===== config.mk =====
export PLATFORM = sky130hd
export DESIGN_NAME = tick_irq_timer
export DESIGN_NICKNAME = d
export VERILOG_FILES = /design/src/rtl/pit_pkg.sv /design/src/rtl/pit_base.sv /design/src/rtl/pit_chan.sv /design/src/rtl/pit_regs.sv /design/src/rtl/tick_irq_timer.sv
export SDC_FILE = /design/constraint.sdc
export NUM_CORES = 1
export LEC_CHECK = 0
export ABC_AREA = 1
export BUFFER_PORTS_ARGS = -buffer_cell sky130_fd_sc_hd__buf_2
export CORE_UTILIZATION = 30
export DETAILED_ROUTE_END_ITERATION = 10
export GPL_ROUTABILITY_DRIVEN = 0
export GPL_TIMING_DRIVEN = 0
export PLACE_DENSITY = 0.55
export SYNTH_ARGS = -nofsm -noshare
export SYNTH_HDL_FRONTEND = slang
export SYNTH_HIERARCHICAL = 1
export SYNTH_SLANG_ARGS = --single-unit

===== constraint.sdc =====
create_clock -name clk -period 2 [get_ports clk]
set_clock_uncertainty 0.1 [all_clocks]
set_input_delay 0.2 -clock clk [delete_from_list [all_inputs] [get_ports clk]]
set_output_delay 0.2 -clock clk [all_outputs]
set_load 0.005 [all_outputs]

===== src/rtl/pit_pkg.sv =====
package pit_pkg;
  localparam int unsigned AW = 5;

  localparam logic [AW-1:0] A_GEN  = 5'h00;
  localparam logic [AW-1:0] A_CHEN = 5'h01;
  localparam logic [AW-1:0] A_SEL  = 5'h02;
  localparam logic [AW-1:0] A_TRG  = 5'h03;
  localparam logic [AW-1:0] A_INTE = 5'h04;
  localparam logic [AW-1:0] A_FLAG = 5'h05;
  localparam logic [AW-1:0] A_BLD0 = 5'h06;
  localparam logic [AW-1:0] A_BLD1 = 5'h07;
  localparam logic [AW-1:0] A_CHLD = 5'h10;

  localparam int unsigned NBASE = 2;
endpackage


===== src/rtl/pit_base.sv =====
module pit_base #(
  parameter int unsigned W = 8
) (
  input  logic         clk,
  input  logic         rst_n,
  input  logic         run,
  input  logic [W-1:0] ld,
  output logic         tick
);
  logic [W-1:0] cnt;

  function automatic logic [W-1:0] base_next(logic r, logic t, logic [W-1:0] c, logic [W-1:0] l);
    if (!r || t) return l;
    return c - W'(1);
  endfunction

  assign tick = run && (cnt == '0);

  always_ff @(posedge clk or negedge rst_n) begin
    if (!rst_n) cnt <= '0;
    else        cnt <= base_next(run, tick, cnt, ld);
  end
endmodule


===== src/rtl/pit_chan.sv =====
module pit_chan #(
  parameter int unsigned W = 16
) (
  input  logic         clk,
  input  logic         rst_n,
  input  logic         active,
  input  logic         step,
  input  logic [W-1:0] ld,
  output logic         expire
);
  logic [W-1:0] cnt;

  function automatic logic [W-1:0] chan_next(logic a, logic s, logic [W-1:0] c, logic [W-1:0] l);
    if (!a)          return l;
    if (!s)          return c;
    if (c == '0)     return l;
    return c - W'(1);
  endfunction

  assign expire = active && step && (cnt == '0);

  always_ff @(posedge clk or negedge rst_n) begin
    if (!rst_n) cnt <= '0;
    else        cnt <= chan_next(active, step, cnt, ld);
  end
endmodule


===== src/rtl/pit_regs.sv =====
module pit_regs
  import pit_pkg::*;
#(
  parameter int unsigned NCH = 8,
  parameter int unsigned BW  = 8,
  parameter int unsigned CW  = 16
) (
  input  logic                          clk,
  input  logic                          rst_n,
  input  logic [AW-1:0]                 addr,
  input  logic                          wr,
  input  logic [7:0]                    wdata,
  output logic [7:0]                    rdata,
  input  logic [NCH-1:0]                expire,
  output logic                          glb_en,
  output logic [NCH-1:0]                chen,
  output logic [NCH-1:0]                sel,
  output logic [NCH-1:0]                trge,
  output logic [NCH-1:0]                inte,
  output logic [NCH-1:0]                flags,
  output logic [NCH-1:0]                clr_mask,
  output logic [NBASE-1:0][BW-1:0]      base_ld,
  output logic [NCH-1:0][CW-1:0]        ch_ld
);
  localparam int unsigned NB = CW / 8;

  function automatic logic [AW-1:0] ld_byte_addr(int unsigned ch, int unsigned b);
    return AW'(int'(A_CHLD) + ch * NB + b);
  endfunction

  function automatic logic [NCH-1:0] flag_next(logic [NCH-1:0] f, logic [NCH-1:0] c, logic [NCH-1:0] e);
    return (f & ~c) | e;
  endfunction

  assign clr_mask = (wr && addr == A_FLAG) ? wdata[NCH-1:0] : '0;

  always_ff @(posedge clk or negedge rst_n) begin
    if (!rst_n) begin
      glb_en  <= 1'b0;
      chen    <= '0;
      sel     <= '0;
      trge    <= '0;
      inte    <= '0;
      flags   <= '0;
      base_ld <= '0;
      ch_ld   <= '0;
    end else begin
      flags <= flag_next(flags, clr_mask, expire);
      if (wr) begin
        case (addr)
          A_GEN:   glb_en     <= wdata[0];
          A_CHEN:  chen       <= wdata[NCH-1:0];
          A_SEL:   sel        <= wdata[NCH-1:0];
          A_TRG:   trge       <= wdata[NCH-1:0];
          A_INTE:  inte       <= wdata[NCH-1:0];
          A_BLD0:  base_ld[0] <= wdata[BW-1:0];
          A_BLD1:  base_ld[1] <= wdata[BW-1:0];
          default: ;
        endcase
        for (int unsigned ch = 0; ch < NCH; ch++) begin
          for (int unsigned b = 0; b < NB; b++) begin
            if (addr == ld_byte_addr(ch, b)) ch_ld[ch][b*8 +: 8] <= wdata;
          end
        end
      end
    end
  end

  always_comb begin
    rdata = '0;
    case (addr)
      A_GEN:  rdata = 8'(glb_en);
      A_CHEN: rdata = 8'(chen);
      A_SEL:  rdata = 8'(sel);
      A_TRG:  rdata = 8'(trge);
      A_INTE: rdata = 8'(inte);
      A_FLAG: rdata = 8'(flags);
      A_BLD0: rdata = 8'(base_ld[0]);
      A_BLD1: rdata = 8'(base_ld[1]);
      default: begin
        for (int unsigned ch = 0; ch < NCH; ch++) begin
          for (int unsigned b = 0; b < NB; b++) begin
            if (addr == ld_byte_addr(ch, b)) rdata = ch_ld[ch][b*8 +: 8];
          end
        end
      end
    endcase
  end
endmodule


===== src/rtl/tick_irq_timer.sv =====
module tick_irq_timer
  import pit_pkg::*;
#(
  parameter int unsigned NCH = 8,
  parameter int unsigned BW  = 8,
  parameter int unsigned CW  = 16
) (
  input  logic            clk,
  input  logic            rst_n,
  input  logic [AW-1:0]   bus_addr,
  input  logic            bus_wr,
  input  logic [7:0]      bus_wdata,
  output logic [7:0]      bus_rdata,
  input  logic [NCH-1:0]  ext_trig,
  output logic [NCH-1:0]  irq
);
  logic                     glb_en;
  logic [NCH-1:0]           chen, sel, trge, inte, flag_q, clr_mask;
  logic [NBASE-1:0][BW-1:0] base_ld;
  logic [NCH-1:0][CW-1:0]   ch_ld;

  // named internal events, observed by the bound checker
  logic [NBASE-1:0] base_tick;
  logic [NCH-1:0]   ch_step, ch_run, ch_expire;
  logic [NCH-1:0]   trig_meta, trig_sync;

  function automatic logic pick_step(logic ext, logic s, logic trg, logic [NBASE-1:0] tk);
    return ext ? trg : tk[s];
  endfunction

  always_ff @(posedge clk or negedge rst_n) begin
    if (!rst_n) begin
      trig_meta <= '0;
      trig_sync <= '0;
    end else begin
      trig_meta <= ext_trig;
      trig_sync <= trig_meta;
    end
  end

  pit_regs #(.NCH(NCH), .BW(BW), .CW(CW)) u_regs (
    .clk      (clk),
    .rst_n    (rst_n),
    .addr     (bus_addr),
    .wr       (bus_wr),
    .wdata    (bus_wdata),
    .rdata    (bus_rdata),
    .expire   (ch_expire),
    .glb_en   (glb_en),
    .chen     (chen),
    .sel      (sel),
    .trge     (trge),
    .inte     (inte),
    .flags    (flag_q),
    .clr_mask (clr_mask),
    .base_ld  (base_ld),
    .ch_ld    (ch_ld)
  );

  for (genvar b = 0; b < NBASE; b++) begin : g_base
    pit_base #(.W(BW)) u_base (
      .clk   (clk),
      .rst_n (rst_n),
      .run   (glb_en),
      .ld    (base_ld[b]),
      .tick  (base_tick[b])
    );
  end

  for (genvar ch = 0; ch < NCH; ch++) begin : g_chan
    assign ch_run[ch]  = glb_en & chen[ch];
    assign ch_step[ch] = pick_step(trge[ch], sel[ch], trig_sync[ch], base_tick);
    pit_chan #(.W(CW)) u_chan (
      .clk    (clk),
      .rst_n  (rst_n),
      .active (ch_run[ch]),
      .step   (ch_step[ch]),
      .ld     (ch_ld[ch]),
      .expire (ch_expire[ch])
    );
  end

  assign irq = flag_q & inte;
endmodule


After elaboration in Yosys (flattened, before gate mapping)
Cells that the tools add are included.
{"block": "op_classes", "add_sub_neg": 10, "order_cmp": 8, "n_eq_ne": 23, "mux": 136, "bitwise": 12, "n_reduce_logical": 56}
{"op": "$mux W16", "n": 48}
{"op": "$mux W8", "n": 21}
{"op": "$logic_not A16 Y1", "n": 8}
{"op": "$sub A16 B1 Y16 const B", "n": 8}
{"op": "$eq A5 B5 Y1 const B", "n": 16}
{"op": "$mux W1", "n": 66}
{"op": "$pmux W8 S8", "n": 1}
{"op": "$reduce_and A2 Y1", "n": 23}
{"op": "$eq A5 B3 Y1 const B", "n": 4}
{"op": "$logic_and A1 B1 Y1", "n": 19}
{"op": "$and A8 B8 Y8", "n": 2}
{"op": "$logic_not A8 Y1", "n": 2}
{"op": "$lt A1 B2 Y1 const B", "n": 8}
{"op": "$sub A8 B1 Y8 const B", "n": 2}
{"op": "$eq A5 B2 Y1 const B", "n": 2}
{"op": "$and A1 B1 Y1", "n": 8}
{"op": "$not A8 Y8", "n": 1}
{"op": "$or A8 B8 Y8", "n": 1}
{"op": "$eq A5 B1 Y1 const B", "n": 1}
{"op": "$logic_not A5 Y1", "n": 1}
{"op": "$logic_or A1 B1 Y1", "n": 2}
{"op": "$logic_not A1 Y1", "n": 1}
{"block": "word_totals", "regBits": 345, "output_inout_bits": 16}

Longest topological paths before layout
Gate-level depths: netlist of run 1.
{"block": "logic_depth", "depth_word": 18, "mapped_depth": 14, "depth_no_buf": 13}

Cells and area by module
The synthesis of run 1 kept the hierarchy.
{"mod": "pit_regs", "n_inst": 1, "cells_each": 997, "area_per_inst_um2": 8226.6}
{"mod": "pit_chan (g_chan[0].u_chan ...)", "n_inst": 5, "cells_each": 215, "area_per_inst_um2": 1306.3}
{"mod": "pit_chan (g_chan[5].u_chan ...)", "n_inst": 2, "cells_each": 213, "area_per_inst_um2": 1325.0}
{"mod": "pit_chan (g_chan[7].u_chan)", "n_inst": 1, "cells_each": 213, "area_per_inst_um2": 1322.5}
{"mod": "pit_base", "n_inst": 2, "cells_each": 68, "area_per_inst_um2": 560.5}
{"mod": "tick_irq_timer", "n_inst": 1, "cells_each": 107, "area_per_inst_um2": 755.7}

Least setup slack after synthesis of run 1
Ideal clock, no wire load.
{"block": "synth_timing", "kind": "register -> register", "from": "register g_base[1].u_base.cnt[0]", "to": "register g_chan[3].u_chan.cnt[6]", "setup_time_ps": 117, "arrival_ps": 1772, "slack_ps": 11, "path_stages_with_launch": 15, "period_less_slack_ps": 1989, "cell_sequence": "dfrtp_1 inv_1 ha_1 nand3_4 nor3_1 inv_2 nand2_1 nand3_1 nand2_1 nor2_1 inv_1 clkbuf_1 nand2_1 nand2_1 nand2_1"}
{"block": "synth_between", "elab_chain_len": 10}
{"element": "from (decl)", "line": "pit_base.sv:10", "rtl": "logic [W-1:0] cnt;"}
{"element": "from (signal assigned)", "line": "pit_base.sv:21", "rtl": "else cnt <= base_next(run, tick, cnt, ld);"}
{"element": "$logic_not A8 Y1 *", "line": "pit_base.sv:17", "rtl": "assign tick = run && (cnt == '0);"}
{"element": "$logic_and A1 B1 Y1 *", "line": "pit_base.sv:17"}
{"element": "named net base_tick[1]", "line": "tick_irq_timer.sv:23", "rtl": "logic [NBASE-1:0] base_tick;"}
{"element": "$mux W1 (not written as such) * (2 in a row)", "line": "tick_irq_timer.sv:28", "rtl": "return ext ? trg : tk[s];"}
{"element": "$mux W1 *", "line": "tick_irq_timer.sv:28"}
{"element": "named net ch_step[3]", "line": "tick_irq_timer.sv:24", "rtl": "logic [NCH-1:0] ch_step, ch_run, ch_expire;"}
{"element": "$mux W16", "line": "pit_chan.sv:15", "rtl": "if (!s) return c;"}
{"element": "$mux W16", "line": "pit_chan.sv:16", "rtl": "if (c == '0) return l;"}
{"element": "$mux W16", "line": "pit_chan.sv:17", "rtl": "return c - W'(1);"}
{"element": "$mux W16 *", "line": "pit_chan.sv:16"}
{"element": "$mux W16 *", "line": "pit_chan.sv:15"}
{"element": "to (signal assigned)", "line": "pit_chan.sv:24", "rtl": "else cnt <= chan_next(active, step, cnt, ld);"}
{"element": "to (decl)", "line": "pit_chan.sv:11", "rtl": "logic [W-1:0] cnt;"}
Mark *: on every way through the listed nets, which the timed path passes. The rest lies on a longest branch. The select of a mux whose other input is x is not followed.
A chain may end at the register's enable or synchronous reset.

Worst setup path in the final report of run 1
{"block": "layout_timing", "from": "register u_regs/ch_ld[0] in the netlist's numbering", "to": "output port bus_rdata[0]"}
{"block": "layout_between", "elab_chain_len": 17}
{"element": "from (decl)", "line": "pit_regs.sv:23", "rtl": "output logic [NCH-1:0][CW-1:0] ch_ld"}
{"element": "from (signal, indexed assignment)", "line": "pit_regs.sv:62", "rtl": "if (addr == ld_byte_addr(ch, b)) ch_ld[ch][b*8 +: 8] <= wdata;"}
{"element": "$mux W8 (16 in a row)", "line": "pit_regs.sv:83", "rtl": "if (addr == ld_byte_addr(ch, b)) rdata = ch_ld[ch][b*8 +: 8];"}
{"element": "$pmux W8 S8", "line": "pit_regs.sv:71", "rtl": "case (addr)"}
{"element": "to (decl)", "line": "tick_irq_timer.sv:13", "rtl": "output logic [7:0] bus_rdata,"}
Every way passes these cells.

==> results of run 1 <==
[synthesized netlist by cell type]
| cell | number | area (sq um) |
|---|---|---|
| xnor2_1 | 17 | 149 |
| nand2_8 | 3 | 60.1 |
| ha_1 | 20 | 250 |
| nand3b_1 | 11 | 82.6 |
| a221oi_1 | 1 | 8.76 |
| o21bai_1 | 16 | 120 |
| a22o_1 | 4 | 35.0 |
| nand3_1 | 279 | 1400 |
| a21oi_1 | 37 | 185 |
| inv_8 | 2 | 22.5 |
| nand2_2 | 30 | 188 |
| xor2_1 | 15 | 131 |
| inv_2 | 11 | 41.3 |
| clkbuf_1 | 62 | 233 |
| nand3_2 | 5 | 50.1 |
| nor3_1 | 2 | 10.0 |
| a21oi_2 | 5 | 43.8 |
| nor2_1 | 193 | 724 |
| nor2_4 | 34 | 383 |
| dfrtp_1 | 345 | 8630 |
| buf_2 | 4 | 20.0 |
| nand3_4 | 2 | 35.0 |
| inv_1 | 371 | 1390 |
| nand2_1 | 1108 | 4160 |
| or2_2 | 6 | 37.5 |
| o21ai_0 | 207 | 1040 |
| nand4_1 | 58 | 363 |
| or2_0 | 5 | 31.3 |
| buf_6 | 8 | 90.1 |
| nor2_8 | 4 | 80.1 |
| nor2_2 | 42 | 263 |
| buf_1 | 5 | 18.8 |
| buf_4 | 7 | 52.6 |
| nand2_4 | 15 | 169 |
| o21ai_1 | 15 | 75.1 |
| a211oi_1 | 5 | 37.5 |
[state kept, by name (all words and copies together) (netlist names), 8 cells and up]
register and count:
u_regs/flags 8, u_regs/inte 8, trig_meta 8, g_chan.u_chan/cnt 128
u_regs/base_ld 16, g_base.u_base/cnt 16, u_regs/ch_ld 128, u_regs/chen 8
trig_sync 8, u_regs/trge 8, u_regs/sel 8
[where the power goes]
part | switching (mW) | internal [mW]
Combinational | 6.39 | 3.91
Sequential | 1.75 | 8.58
Clock | 3.13 | 4.88
[through the flow]
step	std cells	setup WS [ps]	hold WS, ps	setup TNS [ps]
2_1_floorplan	2954	11.2	-196	0
3_3_place_gp	3866	-6640	209	-2343930
3_5_place_dp	3869	-858	-15.9	-89500
4_1_cts	4007	-770	59.2	-48770
5_1_grt	4037	-764	102	-18410
6_report	4037	-710	84.9	-6950
[timing repair]
action,CTS,global route
endpoints found under the hold margin,170,140
pin swaps,49,236
setup buffers,42,12
gates cloned,2,18
hold buffers,22,1
resized for setup,135,335
endpoints found under the setup margin,144,347
[worst max path at each step]
stage | startpoint | to | slack (ps) | cells after the start
after CTS | u_regs/ch_ld[17] | bus_rdata[1] | -770 | 11
after detailed placement | bus_addr[1] | bus_rdata[0] | -860 | 15
after global routing | u_regs/ch_ld[0] | bus_rdata[0] | -760 | 11
after floorplan | g_base[1].u_base/cnt[0] | g_chan[3].u_chan/cnt[6] | 10 | 14
final | u_regs/ch_ld[0] | bus_rdata[0] | -710 | 11
after global placement | rst_n | g_chan[5].u_chan/cnt[9] | -6640 | 1
[metal layers]
layer	routed length [um]	vias to the layer above
met5	0	-
met4	1540	0
met3	3270	94
met2	29700	458
met1	30900	9167
li1	-	9635
[area by class of cell]
| type | count | share of cell area, % |
|---|---|---|
| Buffer | 86 | 2.34 |
| Clock buffer | 61 | 4.87 |
| Clock inverter | 11 | 0.642 |
| Inverter | 384 | 5.71 |
| Multi-Input combinational cell | 2140 | 43.8 |
| Sequential cell | 345 | 33.3 |
| Tap cell | 873 | 4.21 |
| Timing Repair Buffer | 137 | 5.14 |
[worst reg2reg max path: stages, from the launching register on]
cell and delay, ps:
dfrtp_1 400, inv_2 90, ha_4 140, nand3_4 100, nor3_4 220, inv_4 100
buf_8 160, nand2_4 70, nand3_4 70, nand2_4 110, nor2_4 70, inv_4 100
buf_8 120, nand2_2 40, nand2_1 50, nand2_1 50
[kinds of logic (layout without fill, tap and decap cells)]
| group | after synthesis | after routing |
|---|---|---|
| adders and majority gates | 20 | 20 |
| and+or+nand+nor | 1797 | 1798 |
| AOI/OAI and AO/OA | 290 | 290 |
| buffers and inverters | 470 | 679 |
| DFF | 345 | 345 |
| xor gates and xnor gates | 32 | 32 |
[cell usage in the layout (no fill, tap or decap), drive strengths merged]
master,instances
a211oi,5
a21oi,42
a221oi,1
a22o,4
buf,152
bufinv,4
clkbuf,114
clkinv,3
clkinvlp,3
dfrtp,345
dlygate4sd3,18
ha,20
inv,385
nand2,1156
nand3,286
nand3b,11
nand4,58
nor2,274
nor3,2
o21ai,222
o21bai,16
or2,11
xnor2,17
xor2,15
==> key figures, run 1 <==
Outcome
  – Status: complete, but fails checks
  – Failing checks: negative setup slack

STA
  – Final setup viols: 83
  – Final WS setup: -710 ps
  – Slew HR: 29.7%
  – Unrepaired setup endpoints after global routing: true
  – Worst slew pin tran: 1050 ps
  – Final Hold Viols: 0
  – Final Max Slew Viols: 0
  – Tmin final: 2710 ps
  – Final worst-path cycle share: 136%
  – Max Fclk: 0.369 GHz

Global route
  – GR peak layer: met2
  – Maximum number of pins on one net before global-route repair: 112
  – Met1 Track Usage GR: 25.6%
  – GR Util met3: 2.21%
  – First-pass GRT wire length: 99,300 um
  – Gr ovfl total: 0
  – Vias in the first global route: 18.0k
  – All-layer global routing usage: 17.9%
  – GR Util met2: 27.9%
  – Initial antenna violation count: 2

CTS
  – Root buf cell: clkbuf_16
  – Clk_lat worst skew: 570 ps
  – Htree depth: 2
  – Max Root-Sink Buffers: 3
  – CTS Buf Count: 41
  – CTS tree: yes
  – # clock sinks: 345
  – Clk slew on worst S/H paths: 60 ps

Finish
  – Layout area overhead: 25.8%
  – Finished Cell Area: 0.0259 sq mm
  – Fillers: 7,081
  – Nets: 3,179
  – Footprint of the multi-input gates: 0.0114 sq mm
  – Layout cell share with drive strength beyond 1: 20.2%
  – Sequential cell area: 0.00863 sq mm
  – Final Util: 38.4%
  – Ant diodes: 0

Synth
  – Mapped cell area: 0.0206 sq mm
  – Avg Cell Area, Syn: 6.98 sq um
  – Post-Synth Adder-Cell Area: 1.21%
  – Post-synthesis cell type count: 36
  – Fraction of the mapped netlist area in compound gates: 7.48%
  – Yosys reg bits: 345
  – Mux contribution to synthesized area: 0%
  – Xor/xnor share of the synthesized area: 1.36%
  – Sequential area share after synthesis: 41.9%
  – Simple-gate area share of the yosys netlist: 39.0%
  – Post-synthesis cell count: 2,954
  – Combinational family with the most area after synthesis: simple AND/OR/NAND/NOR gates
  – Syn nets: 2,998
  – Synth warn: 6

Worst setup path
  – Worst EP arrival: 2410 ps
  – R2R depth: 15
  – CP Buf/Inv Count: 1
  – Crit-path most repeated cell: nand4_1
  – Worst Path Max Fanout: 2
  – Crit start category: flip-flop
  – Crit-path cells: nand3_1, nand2_1, nor2_2, nand4_1, nand2_2, nand4_1, nor2_2, nand4_1, nand2_1, nand3_2, buf_6
  – WS Path Type: flip-flop to output port
  – FF-to-FF End: g_chan[1].u_chan/cnt[6]
  – Cell family with most CP delay: simple AND/OR/NAND/NOR gates
  – Slowest stage delay, CP: 370 ps
  – R2R Setup Slk: -100 ps
  – Crit end category: output port
  – Slowest library cell on the worst path: dfrtp_1
  – Worst Path Required: 1700 ps
  – R2r startpoint: g_base[0].u_base/cnt[1]

Route
  – Total Wirelength: 65,400 um
  – DR pass1 iterations: 6
  – Via count: 19.4k
  – ANT nets after route: 0
  – Drt first-iter violations: 1,455
  – Wire per inst: 16.2 um
  – # DRC: 0
  – Vias per Instance: 4.79

Pwr
  – Total power: 28.6 mW
  – Peak VDD IR: 0.578 mV
  – Leak: 12.9 nW
  – PwrDens: 1100 mW/mm^2

Die
  – Die Ht: 264 um
  – Die X: 264 um
  – Row count: 95
  – Num ports: 40
  – Die area: 0.0697 sq mm
  – Core Footprint: 0.0675 sq mm
  – Initial Util: 30.5%

Placed design
  – Final HPWL DP: 44,500 um
  – Placed Area: 0.0220 sq mm
  – PortBufs: 39

Hold path
  – Hold Path Class: input pin to flip-flop
  – Hold path startpoint: bus_wr
  – Hold path depth: 4
  – Worst Hold End: u_regs/ch_ld[8]

Run
  – # Max-Cap Violations: 0
No activity file was read; power rests on OpenSTA's default activity.
==> run 2, diff against run 1 <==
--- a/config.mk
+++ b/config.mk
@@ -12,7 +12,7 @@
 export GPL_ROUTABILITY_DRIVEN = 0
 export GPL_TIMING_DRIVEN = 0
 export PLACE_DENSITY = 0.55
+export RECOVER_POWER = 100
 export SYNTH_ARGS = -nofsm -noshare
 export SYNTH_HDL_FRONTEND = slang
-export SYNTH_HIERARCHICAL = 1
 export SYNTH_SLANG_ARGS = --single-unit
==> run 2 against run 1 <==
- the run ends with design-rule violations, negative setup slack left
- critical path depth is the same
- sequential cell count is the same
- routed wire length shrank 6.7%
- via count shrank 12%
- clock power is essentially flat
- cell area shrank 10%
- hold slack gained 55 ps
- non-clock buffer count grew 15
- critical endpoint is now bus_rdata[6]
- largest power group unchanged
==> key figures, run 2 <==
Route
  – Via count: 17.0k (-12%)
  – Vias per Instance: 5.15 (+7.4%)
  – ANT nets after route: 0 (unchanged)
  – # DRC: 6 (+6)
  – Total Wirelength: 61,000 um (-6.7%)
  – Wire per inst: 18.5 um (+14%)
  – Drt first-iter violations: 1,320 (-9.3%)
  – DR pass1 iterations: 9 (+3)

Finish
  – Final std cells w/o fill: 3,306 (-18%)
  – Layout cell share with drive strength beyond 1: 20.8% (+0.58 points)
  – Largest registers: g_chan.u_chan.cnt (128), u_regs.ch_ld (128)
  – Nets: 2,546 (-20%)
  – Final Util: 39.2% (+0.84 points)
  – Layout area overhead: 28.9%
  – Leading cell type in the layout, fill and taps excluded: nand2_1
  – Ant diodes: 0 (unchanged)
  – Commonest non-fill, non-tap cells in the layout: nand2_1 (560), dfrtp_1 (344), o21ai_0 (240), inv_1 (198), nor2_1 (178)
  – Fillers: 5,957 (-16%)

Synth
  – Avg Cell Area, Syn: 7.81 sq um (+12%)
  – Synth top area share: 47.9% (+6.0 points)
  – Yosys reg bits: 345 (unchanged)
  – Fraction of the mapped netlist area in compound gates: 17.2% (+9.7 points)
  – Post-synthesis cell type count: 49 (+36%)
  – Combinational family with the most area after synthesis: simple AND/OR/NAND/NOR gates
  – Main flop type after synthesis: dfrtp_1
  – Simple-gate area share of the yosys netlist: 23.4% (-16 points)
  – Top-count cell post-synth: nand2_1
  – Number of synthesized flops with an enable pin: 0 (unchanged)
  – Fraction of registers with async set/reset: 100% (unchanged)
  – Top post-synthesis cells by count: nand2_1 (602), dfrtp_1 (345), o21ai_0 (288), nor2_1 (217), inv_1 (208)
  – Xor/xnor share of the synthesized area: 3.25% (+1.9 points)
  – Post-synthesis cell count: 2,309 (-22%)
  – Synth warn: 0 (-6)
  – Syn nets: 2,351 (-22%)
  – Cell taking the most area after synthesis: dfrtp_1
  – Mux contribution to synthesized area: 0% (unchanged)
  – Post-Synth Adder-Cell Area: 1.25% (+0.035 points)
  – Synth area leaders: dfrtp_1 (48%), nand2_1 (13%), o21ai_0 (8.0%)
  – Sequential area share after synthesis: 47.9% (+6.0 points)
  – Mapped cell area: 0.0180 sq mm (-12%)

Worst setup path
  – WS Path Type: flip-flop to output port
  – Worst Path Required: 1700 ps (about the same)
  – CP Launch Point: u_regs.ch_ld[14]
  – Worst Path Max Fanout: 2 (unchanged)
  – Crit-path cells: nand4_1, nand2_1, nor2_1, nand4_1, nand2_1, nand4_1, nor2_2, nand4_1, nor2_1, nand3_2, buf_2
  – Crit start category: flip-flop
  – Slowest stage delay, CP: 400 ps (+30 ps)
  – R2r startpoint: g_base[1].u_base.cnt[0]
  – Slowest library cell on the worst path: dfrtp_1
  – CP Buf/Inv Count: 1 (unchanged)
  – FF-to-FF End: g_chan[0].u_chan.cnt[8]
  – Worst EP arrival: 2580 ps (+170 ps)
  – Crit-path most repeated cell: nand4_1
  – Cell family with most CP delay: simple AND/OR/NAND/NOR gates
  – Critical path depth in cells: 11 (unchanged)
  – R2R depth: 15 (unchanged)
  – R2R Setup Slk: -410 ps (-310 ps)
  – CP endpoint: bus_rdata[6]
  – Crit end category: output port

Pwr
  – Peak VDD IR: 0.581 mV (+0.60%)
  – Int Pwr: 17.6 mW (+1.6%)
  – Sw Ratio: 38.3% (-1.1 points)
  – Switching power: 10.9 mW (-3.0%)
  – Leak: 10.4 nW (-19%)
  – PwrDens: 1230 mW/mm^2 (+11%)
  – Seq pwr share: 37.8% (+1.7 points)
  – Comb power frac: 34.1% (-1.9 points)
  – Clock share of power: 28.1% (+0.2 points)

Global route
  – Gr ovfl total: 0 (unchanged)
  – Vias in the first global route: 16.6k (-7.8%)
  – First-pass GRT wire length: 95,000 um (-4.3%)
  – Maximum number of pins on one net before global-route repair: 105 (-6.3%)
  – All-layer global routing usage: 20.0% (+2.1 points)
  – Initial antenna violation count: 0 (-2)

Die
  – Die X: 247 um (-6.4%)
  – Initial Util: 30.4% (-0.082 points)
  – Row count: 89 (-6.3%)
  – Core Footprint: 0.0592 sq mm (-12%)
  – Die area: 0.0611 sq mm (-12%)
  – Num ports: 40 (unchanged)
  – Die Ht: 247 um (-6.4%)

STA
  – Tmin final: 2880 ps (+174 ps)
  – Final worst-path cycle share: 144% (+8.7 points)
  – Final Hold Viols: 0 (unchanged)
  – Final setup viols: 242 (+190%)
  – Unrepaired setup endpoints after global routing: true
  – Final WS setup: -884 ps (-174 ps)
  – Max Fclk: 0.347 GHz (-6.0%)
  – Final Max Slew Viols: 0 (unchanged)
  – Slew HR: 27.7% (-2.0 points)
  – Worst slew pin tran: 1080 ps (+30.6 ps)

Placed design
  – Final HPWL DP: 41,800 um (-6.1%)
  – Placed Cells: 3,123 (-19%)
  – PortBufs: 38 (-2.6%)

Outcome
  – Failing checks: design-rule violations, negative setup slack
  – Status: complete, but fails checks

CTS
  – CTS tree: yes
  – Root buf cell: clkbuf_16
  – Max Root-Sink Buffers: 3 (unchanged)
  – CTS Buf Count: 40 (-2.4%)
  – Htree depth: 2 (unchanged)
  – Clk_lat worst skew: 570 ps (about the same)
  – Clk slew on worst S/H paths: 60 ps (about the same)
  – # clock sinks: 345 (unchanged)

Hold path
  – Hold Path Class: input pin to flip-flop

Run
  – # Max-Cap Violations: 0 (unchanged)
-- run 2: final cells by class --
| type | count | area (sq um) | share of cell area [%] |
|---|---|---|---|
| clock inverters | 16 | 248 | 1.07 |
| clock buffers | 55 | 1170 | 5.03 |
| repair buffers | 153 | 1430 | 6.16 |
| plain buffers | 85 | 524 | 2.25 |
| well taps | 773 | 967 | 4.16 |
| multi-input cells | 1651 | 9360 | 40.3 |
| repair inverters | 1 | 7.51 | 0.0323 |
| flip-flops and latches | 345 | 8630 | 37.1 |
| inverters | 227 | 906 | 3.90 |
-- run 2: worst min-delay path: stages --
cell	delay [ps]
buf_2	170
nor2_2	100
nand3_1	110
nor2_1	60
nand2_1	50
o21ai_0	70
-- run 2: power by group through the flow --
stage | sequential (mW) | combinational (mW) | clock [mW]
final | 10.8 | 9.73 | 8.02
after floorplan | 10.1 | 5.60 | 0
after global routing | 11.0 | 10.9 | 8.45
after CTS | 10.7 | 8.84 | 8.16
after detailed placement | 10.7 | 7.41 | 0
after global placement | 10.7 | 7.24 | 0
-- run 2: repair_timing --
| action | in CTS | in global routing |
|---|---|---|
| pin swaps | 58 | 83 |
| hold buffers | 17 | 0 |
| gates resized for setup | 329 | 215 |
| buffers inserted | 54 | 29 |
| endpoints found under the hold margin | 95 | 0 |
| setup endpoints to repair | 151 | 212 |
| cloned | 21 | 0 |
-- run 2: logic make-up (layout without fill, tap and decap cells) --
group | after synthesis | in the layout
and+or+nand+nor | 1009 | 1011
AOI/OAI and AO/OA | 555 | 555
DFF | 345 | 345
buffers and inverters | 315 | 537
xor gates and xnor gates | 67 | 67
adders and majority gates | 18 | 18
-- run 2: per-layer routing --
metal | track usage, % | routed length (um) | part of all wire, %
met1 | 27.3 | 27300 | 45
met2 | 31.4 | 27900 | 46
met3 | 3.90 | 4010 | 6.6
met4 | 7.13 | 1820 | 3.0
met5 | 0 | 0 | 0
-- run 2: worst min-delay path by stage --
stage,to,depth (start not counted),start
6_report,u_regs.glb_en,6,bus_addr[1]
4_1_cts,u_regs.ch_ld[0],4,bus_wr
3_5_place_dp,g_chan[5].u_chan.cnt[9],1,rst_n
3_3_place_gp,trig_meta[6],1,ext_trig[6]
2_1_floorplan,g_base[0].u_base.cnt[0],0,rst_n
5_1_grt,trig_meta[0],2,ext_trig[0]
-- run 2: per-stage QoR --
stage	setup slack, ps	total power [mW]	TNS, ps	hold slack (ps)	instance area, sq um
after floorplan	24.0	15.7	0	-196	18000
after global placement	-6360	17.9	-2234200	208	19200
after detailed placement	-1070	18.1	-63320	132	19300
after CTS	-901	27.7	-43990	51.1	22400
after global routing	-1000	30.4	-114250	182	23300
final	-884	28.6	-51780	140	23300
